### src/rtl/rxbd_pkg.sv
package rxbd_pkg;
  localparam int LEN_W  = 16;
  localparam int ADDR_W = 16;
  localparam int DATA_W = 8;

  typedef enum logic [1:0] {
    SEL_LEN  = 2'd0,
    SEL_BASE = 2'd1,
    SEL_PTR  = 2'd2
  } cfg_sel_e;

  typedef struct packed {
    logic              ready;
    logic              wrap;
    logic [ADDR_W-1:0] addr;
  } bd_t;
endpackage

### src/rtl/rxbd_cfg.sv
module rxbd_cfg
  import rxbd_pkg::*;
#(
  parameter int             NUM_BD  = 8,
  parameter int             IDX_W   = 3,
  parameter logic [LEN_W-1:0] RST_LEN = 16'd64
) (
  input  logic             clk,
  input  logic             rst_n,
  input  logic             cfg_we,
  input  logic [1:0]       cfg_sel,
  input  logic [LEN_W-1:0] cfg_wdata,
  input  logic             fifo8_mode,
  output logic [LEN_W-1:0] max_len,
  output logic [IDX_W-1:0] base_idx,
  output logic             ptr_req,
  output logic [IDX_W-1:0] ptr_val
);
  logic len_ok, idx_ok, len_en, base_en;

  always_comb begin
    len_ok  = (cfg_wdata != '0) && (fifo8_mode || (cfg_wdata[1:0] == 2'b00));
    idx_ok  = cfg_wdata < LEN_W'(NUM_BD);
    len_en  = cfg_we && (cfg_sel == SEL_LEN) && len_ok;
    base_en = cfg_we && (cfg_sel == SEL_BASE) && idx_ok;
    ptr_req = cfg_we && (cfg_sel == SEL_PTR) && idx_ok;
    ptr_val = cfg_wdata[IDX_W-1:0];
  end

  always_ff @(posedge clk or negedge rst_n) begin
    if (!rst_n) begin
      max_len  <= RST_LEN;
      base_idx <= '0;
    end else begin
      if (len_en)  max_len  <= cfg_wdata;
      if (base_en) base_idx <= cfg_wdata[IDX_W-1:0];
    end
  end
endmodule

### src/rtl/rxbd_bdmem.sv
module rxbd_bdmem
  import rxbd_pkg::*;
#(
  parameter int NUM_BD = 8,
  parameter int IDX_W  = 3
) (
  input  logic              clk,
  input  logic              rst_n,
  input  logic              host_we,
  input  logic [IDX_W-1:0]  host_idx,
  input  logic              host_wrap,
  input  logic [ADDR_W-1:0] host_addr,
  input  logic              wb_we,
  input  logic [IDX_W-1:0]  wb_idx,
  input  logic [IDX_W-1:0]  rd_idx,
  output bd_t               rd_bd
);
  bd_t table_v [NUM_BD];

  for (genvar g = 0; g < NUM_BD; g++) begin : g_entry
    bd_t ent_q, ent_d;
    logic ent_en;

    always_comb begin
      ent_d  = ent_q;
      ent_en = 1'b0;
      if (host_we && (host_idx == IDX_W'(g))) begin
        ent_d  = '{ready: 1'b1, wrap: host_wrap, addr: host_addr};
        ent_en = 1'b1;
      end else if (wb_we && (wb_idx == IDX_W'(g))) begin
        ent_d.ready = 1'b0;
        ent_en      = 1'b1;
      end
    end

    always_ff @(posedge clk or negedge rst_n) begin
      if (!rst_n)      ent_q <= '0;
      else if (ent_en) ent_q <= ent_d;
    end

    assign table_v[g] = ent_q;
  end

  assign rd_bd = table_v[rd_idx];
endmodule

### src/rtl/rxbd_ctrl.sv
module rxbd_ctrl
  import rxbd_pkg::*;
#(
  parameter int NUM_BD = 8,
  parameter int IDX_W  = 3
) (
  input  logic              clk,
  input  logic              rst_n,
  input  logic              rx_en,
  input  logic              rx_valid,
  input  logic [DATA_W-1:0] rx_data,
  input  logic              rx_eof,
  input  logic              rx_err,
  input  logic [LEN_W-1:0]  max_len,
  input  logic [IDX_W-1:0]  base_idx,
  input  logic              ptr_req,
  input  logic [IDX_W-1:0]  ptr_val,
  input  bd_t               bd,
  output logic [IDX_W-1:0]  cur_idx,
  output logic              wb_we,
  output logic [LEN_W-1:0]  lim_out,
  output logic              mem_we,
  output logic [ADDR_W-1:0] mem_addr,
  output logic [DATA_W-1:0] mem_data,
  output logic              done,
  output logic [IDX_W-1:0]  done_idx,
  output logic [LEN_W-1:0]  done_len,
  output logic              done_frame,
  output logic              done_err,
  output logic              busy
);
  logic              open_q, open_d;
  logic [LEN_W-1:0]  cnt_q, lim_q, left, lim_now, len_out;
  logic [ADDR_W-1:0] addr_q, wr_addr;
  logic [IDX_W-1:0]  cur_d;
  logic              busy_d;
  logic              take, opening, wr, close_err, close_ok, closing, last, ptr_ok;

  always_comb begin
    take      = rx_en && rx_valid;
    opening   = take && !open_q && bd.ready && !rx_err;
    wr        = opening || (take && open_q && !rx_err);
    wr_addr   = open_q ? addr_q : bd.addr;
    left      = open_q ? cnt_q : max_len;
    lim_now   = open_q ? lim_q : max_len;
    close_err = take && open_q && rx_err;
    close_ok  = wr && (rx_eof || (left == LEN_W'(1)));
    closing   = close_err || close_ok;
    len_out   = close_err ? (lim_q - cnt_q) : (lim_now - left + LEN_W'(1));
    last      = bd.wrap || (cur_idx == IDX_W'(NUM_BD - 1));
    ptr_ok    = ptr_req && (!rx_en || (!open_q && !take));

    if (closing)     cur_d = last ? base_idx : cur_idx + IDX_W'(1);
    else if (ptr_ok) cur_d = ptr_val;
    else             cur_d = cur_idx;

    if (closing)      open_d = 1'b0;
    else if (opening) open_d = 1'b1;
    else              open_d = open_q;

    if (opening)                                     busy_d = 1'b0;
    else if (take && !open_q && !bd.ready && !rx_err) busy_d = 1'b1;
    else                                             busy_d = busy;

    wb_we   = closing;
    lim_out = lim_q;
  end

  always_ff @(posedge clk or negedge rst_n) begin
    if (!rst_n) begin
      open_q  <= 1'b0;
      cnt_q   <= '0;
      lim_q   <= '0;
      addr_q  <= '0;
      cur_idx <= '0;
      busy    <= 1'b0;
    end else begin
      open_q  <= open_d;
      cur_idx <= cur_d;
      busy    <= busy_d;
      if (opening) lim_q <= max_len;
      if (wr) begin
        cnt_q  <= left - LEN_W'(1);
        addr_q <= wr_addr + ADDR_W'(1);
      end
    end
  end

  always_ff @(posedge clk or negedge rst_n) begin
    if (!rst_n) begin
      mem_we     <= 1'b0;
      mem_addr   <= '0;
      mem_data   <= '0;
      done       <= 1'b0;
      done_idx   <= '0;
      done_len   <= '0;
      done_frame <= 1'b0;
      done_err   <= 1'b0;
    end else begin
      mem_we <= wr;
      done   <= closing;
      if (wr) begin
        mem_addr <= wr_addr;
        mem_data <= rx_data;
      end
      if (closing) begin
        done_idx   <= cur_idx;
        done_len   <= len_out;
        done_frame <= close_ok && rx_eof;
        done_err   <= close_err;
      end
    end
  end
endmodule

### src/rtl/rxbd_seq.sv
module rxbd_seq
  import rxbd_pkg::*;
#(
  parameter int               NUM_BD  = 8,
  parameter logic [15:0]      RST_LEN = 16'd64,
  localparam int              IDX_W   = (NUM_BD > 1) ? $clog2(NUM_BD) : 1
) (
  input  logic              clk,
  input  logic              rst_n,
  input  logic              cfg_we,
  input  logic [1:0]        cfg_sel,
  input  logic [LEN_W-1:0]  cfg_wdata,
  input  logic              fifo8_mode,
  input  logic              bd_we,
  input  logic [IDX_W-1:0]  bd_idx,
  input  logic              bd_wrap,
  input  logic [ADDR_W-1:0] bd_addr,
  input  logic              rx_en,
  input  logic              rx_valid,
  input  logic [DATA_W-1:0] rx_data,
  input  logic              rx_eof,
  input  logic              rx_err,
  output logic              mem_we,
  output logic [ADDR_W-1:0] mem_addr,
  output logic [DATA_W-1:0] mem_data,
  output logic              done,
  output logic [IDX_W-1:0]  done_idx,
  output logic [LEN_W-1:0]  done_len,
  output logic              done_frame,
  output logic              done_err,
  output logic              busy,
  output logic [IDX_W-1:0]  cur_ptr
);
  logic [LEN_W-1:0] max_len, lim_w;
  logic [IDX_W-1:0] base_idx, ptr_val;
  logic             ptr_req, wb_we;
  bd_t              cur_bd;

  rxbd_cfg #(.NUM_BD(NUM_BD), .IDX_W(IDX_W), .RST_LEN(RST_LEN)) u_cfg (
    .clk(clk), .rst_n(rst_n), .cfg_we(cfg_we), .cfg_sel(cfg_sel),
    .cfg_wdata(cfg_wdata), .fifo8_mode(fifo8_mode), .max_len(max_len),
    .base_idx(base_idx), .ptr_req(ptr_req), .ptr_val(ptr_val)
  );

  rxbd_bdmem #(.NUM_BD(NUM_BD), .IDX_W(IDX_W)) u_bdmem (
    .clk(clk), .rst_n(rst_n), .host_we(bd_we), .host_idx(bd_idx),
    .host_wrap(bd_wrap), .host_addr(bd_addr), .wb_we(wb_we),
    .wb_idx(cur_ptr), .rd_idx(cur_ptr), .rd_bd(cur_bd)
  );

  rxbd_ctrl #(.NUM_BD(NUM_BD), .IDX_W(IDX_W)) u_ctrl (
    .clk(clk), .rst_n(rst_n), .rx_en(rx_en), .rx_valid(rx_valid),
    .rx_data(rx_data), .rx_eof(rx_eof), .rx_err(rx_err),
    .max_len(max_len), .base_idx(base_idx), .ptr_req(ptr_req),
    .ptr_val(ptr_val), .bd(cur_bd), .cur_idx(cur_ptr), .wb_we(wb_we),
    .lim_out(lim_w), .mem_we(mem_we), .mem_addr(mem_addr),
    .mem_data(mem_data), .done(done), .done_idx(done_idx),
    .done_len(done_len), .done_frame(done_frame), .done_err(done_err),
    .busy(busy)
  );
endmodule

### config.mk
export PLATFORM = sky130hd
export DESIGN_NAME = rxbd_seq
export DESIGN_NICKNAME = d
export VERILOG_FILES = /design/src/rtl/rxbd_pkg.sv /design/src/rtl/rxbd_cfg.sv /design/src/rtl/rxbd_bdmem.sv /design/src/rtl/rxbd_ctrl.sv /design/src/rtl/rxbd_seq.sv
export SDC_FILE = /design/constraint.sdc
export NUM_CORES = 1
export LEC_CHECK = 0
export ABC_AREA = 1
export BUFFER_PORTS_ARGS = -buffer_cell sky130_fd_sc_hd__buf_2
export CAP_MARGIN = 10
export CORE_MARGIN = 2
export CORE_UTILIZATION = 45
export DETAILED_ROUTE_END_ITERATION = 16
export SYNTH_ARGS = -nofsm -noshare
export SYNTH_HDL_FRONTEND = slang
export SYNTH_HIERARCHICAL = 1
export SYNTH_SLANG_ARGS = --single-unit
### constraint.sdc
create_clock -name clk -period 3.1 [get_ports clk]
set_input_delay 0.155 -clock clk [delete_from_list [all_inputs] [get_ports clk]]
set_output_delay 0.155 -clock clk [all_outputs]
set_load 0.01 [all_outputs]
# Word-level counts from Yosys, hierarchy flattened
# Cells that the tools add are included.
dict set report totals {
  regBits 263
  elab_cells 191
}
dict set report op_classes {
  muxes 46
  order_cmp 2
  n_bitwise 1
  reduce_logical 79
  eq_ne 17
  add_sub_neg 6
}
# operator n
set op_table {}
lappend op_table {{16-bit two-way mux} 4}
lappend op_table {{18-bit binary-select mux with 3-bit select} 1}
lappend op_table {{1-bit logical AND} 36}
lappend op_table {{1-bit two-way mux} 36}
lappend op_table {{18-bit two-way mux} 2}
lappend op_table {{16-bit by 1-bit adder with 16-bit output, second input constant} 2}
lappend op_table {{2-bit AND reduction} 16}
lappend op_table {{16-bit subtractor} 2}
lappend op_table {{3-bit == test, second input constant} 8}
lappend op_table {{2-bit nonzero test} 11}
lappend op_table {{16-bit by 1-bit == test with 1-bit output, second input constant} 1}
lappend op_table {{16-bit by 4-bit < comparator with 1-bit output, second input constant} 1}
lappend op_table {{16-bit nonzero test} 1}
lappend op_table {{16-bit by 1-bit subtractor with 16-bit output, second input constant} 1}
lappend op_table {{3-bit by 2-bit == test with 1-bit output, second input constant} 4}
lappend op_table {{3-bit two-way mux} 3}
lappend op_table {{3-bit by 1-bit == test with 1-bit output, second input constant} 2}
lappend op_table {{3-bit zero test} 2}
lappend op_table {{1-bit logical OR} 6}
lappend op_table {{1-bit zero test} 5}
lappend op_table {{4-bit greater-or-equal comparator, second input constant} 1}
lappend op_table {{2-bit zero test} 2}
lappend op_table {{3-bit inverter with 4-bit output} 1}
lappend op_table {{3-bit by 1-bit adder with 3-bit output, second input constant} 1}
lappend op_table {{other kinds (2)} 2}

# Depth between registers and ports, before layout
# Gate-level depths: netlist of run 1.
dict set report depth {
  depth_word 13
  ltp_mapped 21
  ltp_nobuf 19
}

# Cells and area by module
# Netlist of run 1, hierarchy kept.
# mod cells_each area_per_inst_um2 seq_area_each_um2 instances
set modules_own_cells {}
lappend modules_own_cells {rxbd_ctrl 1098 7303.3 2502.4 1}
lappend modules_own_cells {rxbd_bdmem 978 7096.8 3603.5 1}
lappend modules_own_cells {rxbd_cfg 109 900.9 476.7 1}

# Worst setup path after synthesis of run 1
# Ideal clock, no wire load.
dict set report synth_path {
  path_kind {flip-flop to flip-flop}
  startpoint {register u_ctrl.open_q}
  endpoint {register u_ctrl.done_len[13]}
  t_required_ps 2984
  slack_ps 151
  t_arrival_ps 2833
  stages_incl_launch_ff 21
  setup_time_ps 116
  path_cell_list {dfrtp_1 -> buf_6 -> buf_6 -> clkbuf_1 -> clkbuf_1 -> a21boi_0 -> ha_1 -> inv_1 -> ha_1 -> inv_1 -> fa_1 -> inv_1 -> nand2_1 -> o21ai_0 -> nand2_1 -> nand3_1 -> nand2_1 -> nand3_1 -> nand2_1 -> nand2_1 -> nand2_1}
}
dict set report synth_via {
  elab_chain_cells 7
  elab_cells_between_ends 17
  cone_classes {add/sub: 2; eq/ne: 1; mux: 3; reduce/logical: 11}
}
# item line
set synth_rtl {}
lappend synth_rtl {{from (decl)} rxbd_ctrl.sv:32} ;# logic open_q, open_d;
lappend synth_rtl {{from (signal assigned)} rxbd_ctrl.sv:78} ;# open_q <= open_d;
lappend synth_rtl {{parallel branches: the longest is 7 deep, another holds 16-bit subtractor} -}
lappend synth_rtl {{to (signal assigned)} rxbd_ctrl.sv:108} ;# done_len <= len_out;
lappend synth_rtl {{to (decl)} rxbd_ctrl.sv:27} ;# output logic [LEN_W-1:0] done_len,
# Parallel ways; which one is timed is not known.
# A chain may end at the register's enable or synchronous reset.

# Worst setup path in the final report of run 1
# Ends and elaborated chain as after synthesis.

==> results.txt, run 1 <==
Pwr Density - 1050 nW/um2
Total of warnings raised by yosys - 6
Drt pass-1 iters - 5
Headroom to the max-slew limit - 43.9%
Layout overhead on the synthesized area - 16.4%
FF/Latch Area - 6590 um2
Post-Layout Cell Count - 2787
# fillers - 3294
Clock Path Buffers - 3
Vias in the first global route - 13100
Most frequent cells in the layout - 873 x nand2_1, 330 x inv_1, 259 x dfrtp_1
HPWL after DPL - 28.6 mm
Worst R2R Path Depth - 17
Final total power - 0.0187 W
Share of layout cells above drive strength 1 - 9.92%
CTS buffer count - 30
N_diodes - 0
Unrepaired setup endpoints after global routing - false
Worst skew pair latency - 0.59 ns
GRT Util Overall - 23.9%
Slew Limit Fails - 0
Number of nets in the final layout - 2422
Critical-path maximum fanout - 39
CP startpoint kind - flop
Critical path capture point type - flop
Routed vias - 13800
Total grt overflow - 0
Synth area leader - dfrtp_1
1st-iter DRT viols - 909
Setup ws final - 0.286 ns
CTS Sinks - 263
Crit-path leading delay family - adder cells
Final setup TNS - 0 ns
Max VDD drop - 0.000478 V
Crit path largest cell delay - 0.47 ns
GP Congestion - 0.863
Final worst path period share - 90.8%
Stages on the worst setup path - 17
Cells after synthesis - 2185
Crit path kind - reg2reg
Synthesized area per cell - 7.00 um2
Max-Cap Viols - 0
Routed Antenna Nets - 0
Cells along the critical path - buf_12 -> nand2_1 -> o21ai_1 -> inv_1 -> ha_1 -> inv_1 -> fa_1 -> inv_1 -> nand2_1 -> o21ai_1 -> nand2_1 -> nand3_1 -> nand2_1 -> nand3_1 -> nand2_1 -> nand2_1 -> nand2_1
Achievable Freq - 0.355 GHz
Largest net degree at the start of global routing - 94
Port bufs - 105
Most common cell after layout, fill and taps aside - nand2_1
Clk slew on worst S/H paths - 0.07 ns
CP most frequent cell - nand2_1
Row Count - 67
Clk_skew - 0.0240 ns
Slowest CP cell - dfrtp_2
Drt drc - 0
Setup-failing EPs final - 0
Multi-input gate area - 6970 um2
CORE AREA - 33500 um2
Final wirelength - 42.1 mm
Placed Cells - 2684
CP required - 3.56 ns
First-pass GRT wire length - 68.2 mm
Root Buffer - clkbuf_16
Register bit total from synthesis - 263
Htree depth - 1
Net Count, Synth - 2291
Initial core utilization - 45.6%
Die Width - 188 um
Mapped cell area - 15300 um2
Initial antenna violation count - 1
WP buf/inv - 4
Hold Path Depth - 4
Final min period - 2.81 ns
Arr. time, crit path - 3.28 ns
Die height - 188 um
CTS tree - built
Final core occ - 53.1%
Count of cell types in the netlist - 49
Worst-Margin Slew - 0.839 ns
Leak - 9.72 nW
Dpl ws - 0.136 ns
Seq/Total Area, Yosys - 43.0%
Ports - 106
Outcome - finished, final reports clean
Via-to-Cell Ratio - 4.94
Fin. Hold Viols - 0
Total die area - 35500 um2
Largest cells by area after synthesis - dfrtp_1 43%, nand2_1 21%, inv_1 8.1%, nand3_1 4.8%, o21ai_0 4.7%
Share of the synthesized area in the top cell type - 42.8%
Post-DR wirelength/cell - 15.1 um
Worst min-delay path class - in2reg
registers in the layout, indices dropped and copies added, names as in the netlist:
signal / count
u_ctrl/lim_out: 16
u_ctrl/done: 1
u_ctrl/mem_we: 1
u_ctrl/mem_data: 8
u_bdmem/g_entry.ent_q: 144
u_ctrl/addr_q: 16
u_ctrl/done_frame: 1
u_ctrl/open_q: 1
u_ctrl/done_idx: 3
u_ctrl/cnt_q: 16
u_ctrl/done_len: 16
u_cfg/max_len: 16
u_ctrl/mem_addr: 16
u_cfg/base_idx: 3
u_ctrl/cur_idx: 3
u_ctrl/done_err: 1
u_ctrl/busy: 1
worst reg2reg max path, stage by stage (launching register included):
cell and delay, ns:
dfrtp_2 0.47, buf_12 0.22, nand2_1 0.08, o21ai_1 0.15, inv_1 0.11, ha_1 0.32, inv_1 0.06, fa_1 0.43
inv_1 0.10, nand2_1 0.07, o21ai_1 0.24, nand2_1 0.12, nand3_1 0.08, nand2_1 0.05, nand3_1 0.06, nand2_1 0.06
nand2_1 0.05, nand2_1 0.04
layout make-up:
type	count	area share, %
Clock buffer	44	4.85
Clock inverter	11	1.19
Inverter	336	7.11
Multi-Input combinational cell	1500	39.1
Sequential cell	263	37.0
Tap cell	448	3.15
Timing Repair Buffer	185	7.59
kinds of logic (layout without fill, tap and decap cells):
kind of cell / after synthesis / count (layout) / share of synthesized area (%)
XOR/XNOR: 10 / 10 / 0.572
buffers and inverters: 422 / 576 / 11.5
multiplexers: 4 / 4 / 0.270
AO/OA/AOI/OAI: 277 / 277 / 9.61
flip-flops: 263 / 263 / 43.0
adder cells (fa/ha/maj): 51 / 51 / 4.27
AND/OR/NAND/NOR: 1158 / 1158 / 30.8
power by group:
part	internal, W	total, W	leakage, nW	switching (W)
Combinational	0.00344	0.00982	5.92	0.00638
Sequential	0.00446	0.00510	3.28	0.000639
Clock	0.00235	0.00383	0.521	0.00149
Total	0.0102	0.0187	9.72	0.00850
synth_stat cells, drive strengths merged:
library cell,n
a211oi,1
nand4,10
clkinv,2
o21ai,225
and3,1
a31oi,7
buf,62
mux2,1
nand2,881
o21bai,2
o22ai,1
fa,2
o211ai,5
a22oi,1
dfrtp,262
nand3,149
xnor2,3
o221ai,3
nor3,6
nor3b,1
mux2i,3
dfstp,1
ha,49
a21oi,27
nand3b,4
xor2,7
a21boi,1
o21a,2
clkbuf,24
inv,334
or2,10
nor2,96
o31ai,2
routing by layer:
metal  global-route usage [%]  vias up  part of all wire (%)
li1                         -     7003                     -
met4                     7.87        2                   3.2
met3                     2.42       80                   3.6
met5                        0        -                 0.021
met1                     31.1     6382                    44
met2                     41.6      298                    49
path summary, 6_finish.rpt:
check	startpoint	endpoint	slack, ns
min in group asynchronous	rst_n	u_bdmem/g_entry[6].ent_q[16]	0.21
hold / removal	rx_err	u_ctrl/busy	0.03
hold reg to reg	u_ctrl/mem_data[0]	u_ctrl/mem_data[0]	0.46
max in group asynchronous	rst_n	u_bdmem/g_entry[5].ent_q[14]	2.09
setup reg to reg	u_ctrl/open_q	u_ctrl/done_len[13]	0.29
setup / recovery	u_ctrl/open_q	u_ctrl/done_len[13]	0.29
metrics by stage:
stage	cell area, um2	hold WS [ns]
detailed placement	16300	0.248
finish	17800	0.0310
global placement	16300	0.251
global route	17800	0.0510
CTS	17800	0.00431
floorplan	15300	-0.141
timing repair:
item | in CTS | in global routing
endpoints found under the hold margin | 224 | 0
resized for setup | 0 | 1
endpoints found under the setup margin | 0 | 2
buffers inserted | 0 | 2
hold buffers | 46 | 0
No activity file was read; power rests on OpenSTA's default activity.
==> run 2, diff against run 1 <==
Settings changed: ABC_AREA 1 to unset.
==> run 2 against run 1 <==
Effect of this change: power down 0.34%; final cell count down 34%; register-to-register slack worse by 0.18 ns; combinational power down 0.7%; sequential share of layout area up 0.90 points; critical path depth down 7; die area down 4.9%; utilization up 1.7 points; synthesized area down 5.0%; clock skew down 0.012 ns; flip-flop and latch count unchanged; critical endpoint is now u_ctrl/done_len[12].
==> results.txt, run 2 <==
Outcome - finished, final reports clean
Setup ws final - 0.109 ns
Net Count, Synth - 1351
Mapped cell area - 14500 um2
Crit path kind - reg2reg
Worst min-delay path class - in2reg
Final wirelength - 37.4 mm
Hold Path Origin - cfg_sel[1]
Htree depth - 1
Slew Limit Fails - 0
Layout overhead on the synthesized area - 19.7%
Critical path capture point type - flop
Die Width - 184 um
Die height - 184 um
Fin. Hold Viols - 0
Max-Cap Viols - 0
Reg-to-reg startpoint - u_ctrl/open_q
Cells after synthesis - 1245
Pwr Density - 1070 nW/um2
Final worst path period share - 96.5%
Drt pass-1 iters - 4
Initial antenna violation count - 1
Total grt overflow - 0
Worst skew pair latency - 0.56 ns
CP required - 3.53 ns
GP Congestion - 0.886
1st-iter DRT viols - 503
First-pass GRT wire length - 60.2 mm
Ports - 106
Dpl ws - 0.0499 ns
CP startpoint kind - flop
HPWL after DPL - 25.2 mm
Top cells by count, synth - 262 x dfrtp_1, 169 x mux2_2, 144 x nand2_1
Routed vias - 10400
Critical-path maximum fanout - 12
Number of enable flip-flop cells after synthesis - 0
Number of nets in the final layout - 1519
Largest net degree at the start of global routing - 83
CTS buffer count - 29
Share of layout cells above drive strength 1 - 33.8%
GRT Util Overall - 22.6%
Worst R2R Setup Slack - 0.11 ns
Placed Cells - 1734
Total of warnings raised by yosys - 6
Main synth FF type - dfrtp_1
CTS Sinks - 263
Post-synth ARST share - 100%
Synthesized area per cell - 11.7 um2
Share of the synthesized area in the top cell type - 45.1%
Clock Path Buffers - 3
Row Count - 65
Initial core utilization - 45.8%
Reg2reg end - u_ctrl/done_len[12]
Vias in the first global route - 10900
Achievable Freq - 0.334 GHz
Headroom to the max-slew limit - 41.2%
Post-Layout Cell Count - 1839
Most frequent cells in the layout - 259 x dfrtp_1, 168 x mux2_2, 144 x nand2_1
Hold Path Depth - 3
Via-to-Cell Ratio - 5.66
CORE AREA - 31700 um2
Routed Antenna Nets - 0
Root Buffer - clkbuf_16
Register bit total from synthesis - 263
Most common cell after layout, fill and taps aside - dfrtp_1
Max FFs per register - 144
Final min period - 2.99 ns
Worst-Margin Slew - 0.879 ns
Setup-failing EPs final - 0
Count of cell types in the netlist - 85
Clk_skew - 0.0118 ns
Synth area leader - dfrtp_1
Max VDD drop - 0.000502 V
Seq/Total Area, Yosys - 45.3%
Port bufs - 105
Clk slew on worst S/H paths - 0.06 ns
Largest cells by area after synthesis - dfrtp_1 45%, mux2_2 13%, mux4_2 5.6%, ha_1 4.2%, nand2_1 3.7%
Leak - 7.76 nW
Largest register by flop count - u_bdmem/g_entry.ent_q
Total die area - 33800 um2
Worst R2R Path Depth - 10
CTS tree - built
Post-DR wirelength/cell - 20.4 um
Drt drc - 0
Leading cell type by number of instances after synthesis - dfrtp_1
Min-Delay Endpoint - u_cfg/base_idx[1]
Arr. time, crit path - 3.42 ns
run 2: cell count changes after synthesis, sizes merged, moves of 13 or more:
cell,change
inv,-300
mux4,+36
o21ai,-161
nor2,-58
mux2,+180
xor2,+15
xnor2,+19
nand3,-117
buf,-13
a21oi,+19
mux2i,+41
nand2,-737
a21o,+15
a22o,+13
run 2: how the worst max path moves through the flow:
| stage | start | endpoint | slack, ns | cells after the start |
|---|---|---|---|---|
| 6_report | u_ctrl/open_q | u_ctrl/done_len[12] | 0.11 | 10 |
| 5_1_grt | u_ctrl/open_q | u_ctrl/done_len[12] | -0.03 | 10 |
| 4_1_cts | u_ctrl/cur_idx[0] | u_ctrl/addr_q[12] | 0.03 | 9 |
| 3_5_place_dp | u_ctrl/open_q | u_bdmem/g_entry[0].ent_q[17] | 0.05 | 9 |
| 3_3_place_gp | u_ctrl/open_q | u_bdmem/g_entry[0].ent_q[17] | 0.03 | 9 |
| 2_1_floorplan | u_ctrl/open_q | u_ctrl/done_len[15] | -0.10 | 18 |
run 2: kinds of logic (layout without fill, tap and decap cells):
kind of cell,count (synthesis),after routing,synth area share [%]
compound gates,217,217,10.0
simple gates,308,308,11.0
buf+inv,101,292,3.66
mux,261,261,22.9
flops,263,263,45.3
fa+ha+maj,51,51,4.49
other cells,0,1,0
xor+xnor,44,44,2.65
run 2: report_power, final:
| group | switching (W) | total, W | internal (W) |
|---|---|---|---|
| clock network | 0.00144 | 0.00357 | 0.00212 |
| registers | 0.000863 | 0.00536 | 0.00450 |
| logic | 0.00510 | 0.00975 | 0.00466 |
run 2: per-layer routing:
layer,global-route usage (%),share of wire (%),up-vias
met4,7.01,2.4,0
li1,-,-,4891
met3,2.81,3.4,59
met2,38.9,50,192
met1,29.8,44,5273
met5,0,0,-
run 2: final cells by class:
class,instances,area (um2)
Antenna cell,1,2.50
Sequential cell,263,6590
Tap cell,402,503
Multi-Input combinational cell,881,7660
Fill cell,2734,14300
Clock buffer,42,835
Timing Repair Buffer,204,1520
Inverter,34,128
Clock inverter,12,156
run 2: through the flow:
stage	instance area [um2]	hold WS [ns]	TNS (ns)	power (W)	utilization, %
3_5_place_dp	15800	0.218	0	0.0147	49.8
4_1_cts	17200	0.0125	0	0.0184	54.3
5_1_grt	17400	0.0177	-0.0683	0.0201	54.8
2_1_floorplan	14700	-0.141	-0.516	0.0121	-
3_3_place_gp	15800	0.210	0	0.0146	49.8
6_report	17400	0.0280	0	0.0187	54.8
run 2: worst max-delay path, stage by stage (launching register included):
cell and delay (ns):
dfrtp_4 0.48, buf_6 0.18, mux2_2 0.37, ha_4 0.25, ha_4 0.26, and2_1 0.18, a221oi_4 0.38, a211oi_4 0.14
o41ai_2 0.37, xor2_1 0.17, o21ai_1 0.07
run 2: what timing repair did:
action,4_1_cts,5_1_grt
endpoints found under the hold margin,243,0
pin swaps,0,8
resized for setup,1,29
hold buffers,45,0
setup buffers,0,5
endpoints found under the setup margin,1,31
==> run 3, diff against run 2 <==
Settings changed: CORE_UTILIZATION 45 to 55, PLACE_DENSITY set to 0.77, RECOVER_POWER set to 25.
==> run 3 against run 2 <==
Effect of this change: the run now ends with capacitance limit, slew limit left; setup slack got worse by 0.11 ns; critical path depth increased by 3; flip-flop and latch count unchanged; die area decreased by 18%; global-route usage increased by 4.0 points; utilization increased by 11 points; non-clock buffer count decreased by 2; clock skew increased by 0.00076 ns; highest routed layer unchanged.
==> results.txt, run 3 (same netlist as run 2, synthesis figures left out) <==
Outcome - complete, but fails checks
Failing checks - capacitance limit, slew limit
Final setup TNS - 0 ns
Max-Cap Viols - 1
Final wirelength - 36.9 mm
Die Width - 167 um
GP Congestion - 0.913
Hold Path Depth - 3
Slew Limit Fails - 76
Multi-input gate area - 7570 um2
HPWL after DPL - 24.2 mm
GRT Util Overall - 26.6%
Total grt overflow - 0
Slowest CP cell - dfrtp_4
FF/Latch Area - 6590 um2
Achievable Freq - 0.323 GHz
Crit path kind - reg2reg
Pwr Density - 1080 nW/um2
Worst min-delay path class - in2reg
WP buf/inv - 2
Headroom to the max-slew limit - -34.1%
Initial antenna violation count - 0
Final hold slack - 0.0727 ns
CORE AREA - 26000 um2
# fillers - 1893
Ports - 106
Most common cell after layout, fill and taps aside - dfrtp_1
Arr. time, crit path - 3.57 ns
Placed cell area - 15700 um2
Final core occ - 65.9%
Drt pass-1 iters - 5
Routed vias - 10600
Reg2reg end - u_ctrl/done_len[15]
Most frequent cells in the layout - 259 x dfrtp_1, 168 x mux2_2, 144 x nand2_1
1st-iter DRT viols - 754
N_diodes - 0
Share of layout cells above drive strength 1 - 32.3%
Crit path largest cell delay - 0.57 ns
Worst skew pair latency - 0.56 ns
Post-DR wirelength/cell - 20.9 um
Largest register by flop count - u_bdmem/g_entry.ent_q
Drt drc - 0
Initial core utilization - 55.9%
Reg-to-reg startpoint - u_ctrl/open_q
Die height - 167 um
Cells along the critical path - nor2b_1 -> a21oi_1 -> ha_1 -> inv_1 -> ha_1 -> inv_1 -> fa_2 -> nand2b_4 -> a211oi_2 -> nor2_1 -> o31ai_1 -> xnor2_1 -> a211oi_1
Fin. Hold Viols - 0
Clk slew on worst S/H paths - 0.06 ns
Final min period - 3.10 ns
Setup-failing EPs final - 0
CP startpoint kind - flop
CP required - 3.57 ns
Via-to-Cell Ratio - 6.01
Total die area - 27700 um2
CTS tree - built
CTS Sinks - 263
Worst R2R Path Depth - 13
Worst R2R Setup Slack - 0.002 ns
Critical path capture point type - flop
Worst-Margin Slew - 2.01 ns
Leak - 7.67 nW
Crit-path leading delay family - compound AO/OA/AOI/OAI gates
Largest net degree at the start of global routing - 78
Number of nets in the final layout - 1517
Vias in the first global route - 11100
CTS buffer count - 29
Unrepaired setup endpoints after global routing - true
Final total power - 0.0185 W
Final worst path period share - 99.9%
First-pass GRT wire length - 59.5 mm
Min-Delay Endpoint - u_cfg/base_idx[0]
Max VDD drop - 0.00117 V
Max FFs per register - 144
Root Buffer - clkbuf_16
Layout overhead on the synthesized area - 17.8%
Port bufs - 105
Routed Antenna Nets - 0
Hold Path Origin - cfg_sel[1]
Row Count - 59
Htree depth - 1
Cell area after layout - 17100 um2
Clock Path Buffers - 3
Clk_skew - 0.0125 ns
Critical-path maximum fanout - 14
[run 3: cell count changes in the layout (fill, tap and decap cells not counted), sizes merged]
cell | before | now
buf | 158 | 154
clkinvlp | 1 | 4
clkinv | 7 | 5
bufinv | 3 | 2
clkbuf | 43 | 44
diode | 1 | 0
inv | 35 | 36
[run 3: how the worst max path moves through the flow]
stage / start / to / slack [ns] / depth (start not counted)
after detailed placement: u_ctrl/cur_idx[0] / u_ctrl/addr_q[6] / 0.04 / 9
after global routing: u_ctrl/open_q / u_bdmem/g_entry[0].ent_q[17] / -0.09 / 9
final: u_ctrl/open_q / u_ctrl/done_len[15] / 0.002 / 13
after global placement: u_ctrl/open_q / u_ctrl/done_len[10] / 0.12 / 9
after floorplan: u_ctrl/open_q / u_ctrl/done_len[15] / -0.10 / 18
after CTS: u_ctrl/open_q / u_ctrl/done_len[15] / 0.02 / 13
[run 3: timing repair]
action	CTS	global route
setup endpoints to repair	2	18
buffers inserted	0	5
cloned	0	0
hold endpoints to repair	241	0
hold buffers	45	0
resized for setup	1	12
pin swaps	0	2
[run 3: metrics by stage]
stage	std cells	setup slack [ns]
2_1_floorplan	1245	-0.104
3_5_place_dp	1665	0.0387
6_report	1769	0.00184
4_1_cts	1764	0.0152
3_3_place_gp	1665	0.118
5_1_grt	1769	-0.0928
[run 3: cell type report]
type | count | share of cell area, %
Multi-Input combinational cell | 881 | 44.2
Sequential cell | 263 | 38.5
Timing Repair Buffer | 202 | 8.36
Clock buffer | 41 | 4.85
Tap cell | 335 | 2.45
Clock inverter | 13 | 0.884
Inverter | 34 | 0.745
[run 3: tightest hold or removal path, stage by stage]
cell and delay, ns:
buf_2 0.12, nor3_1 0.09, mux2_2 0.22
[run 3: routing by layer]
metal  global-route usage [%]  part of all wire (%)
met4                     7.05                   2.5
met5                        0                     0
met1                     35.8                    44
met3                     3.80                   5.2
met2                     45.6                    49
[run 3: power by group]
group	leakage (nW)	switching, W	internal (W)
clock network	0.471	0.00145	0.00205
registers	3.22	0.000883	0.00450
logic	3.98	0.00505	0.00455
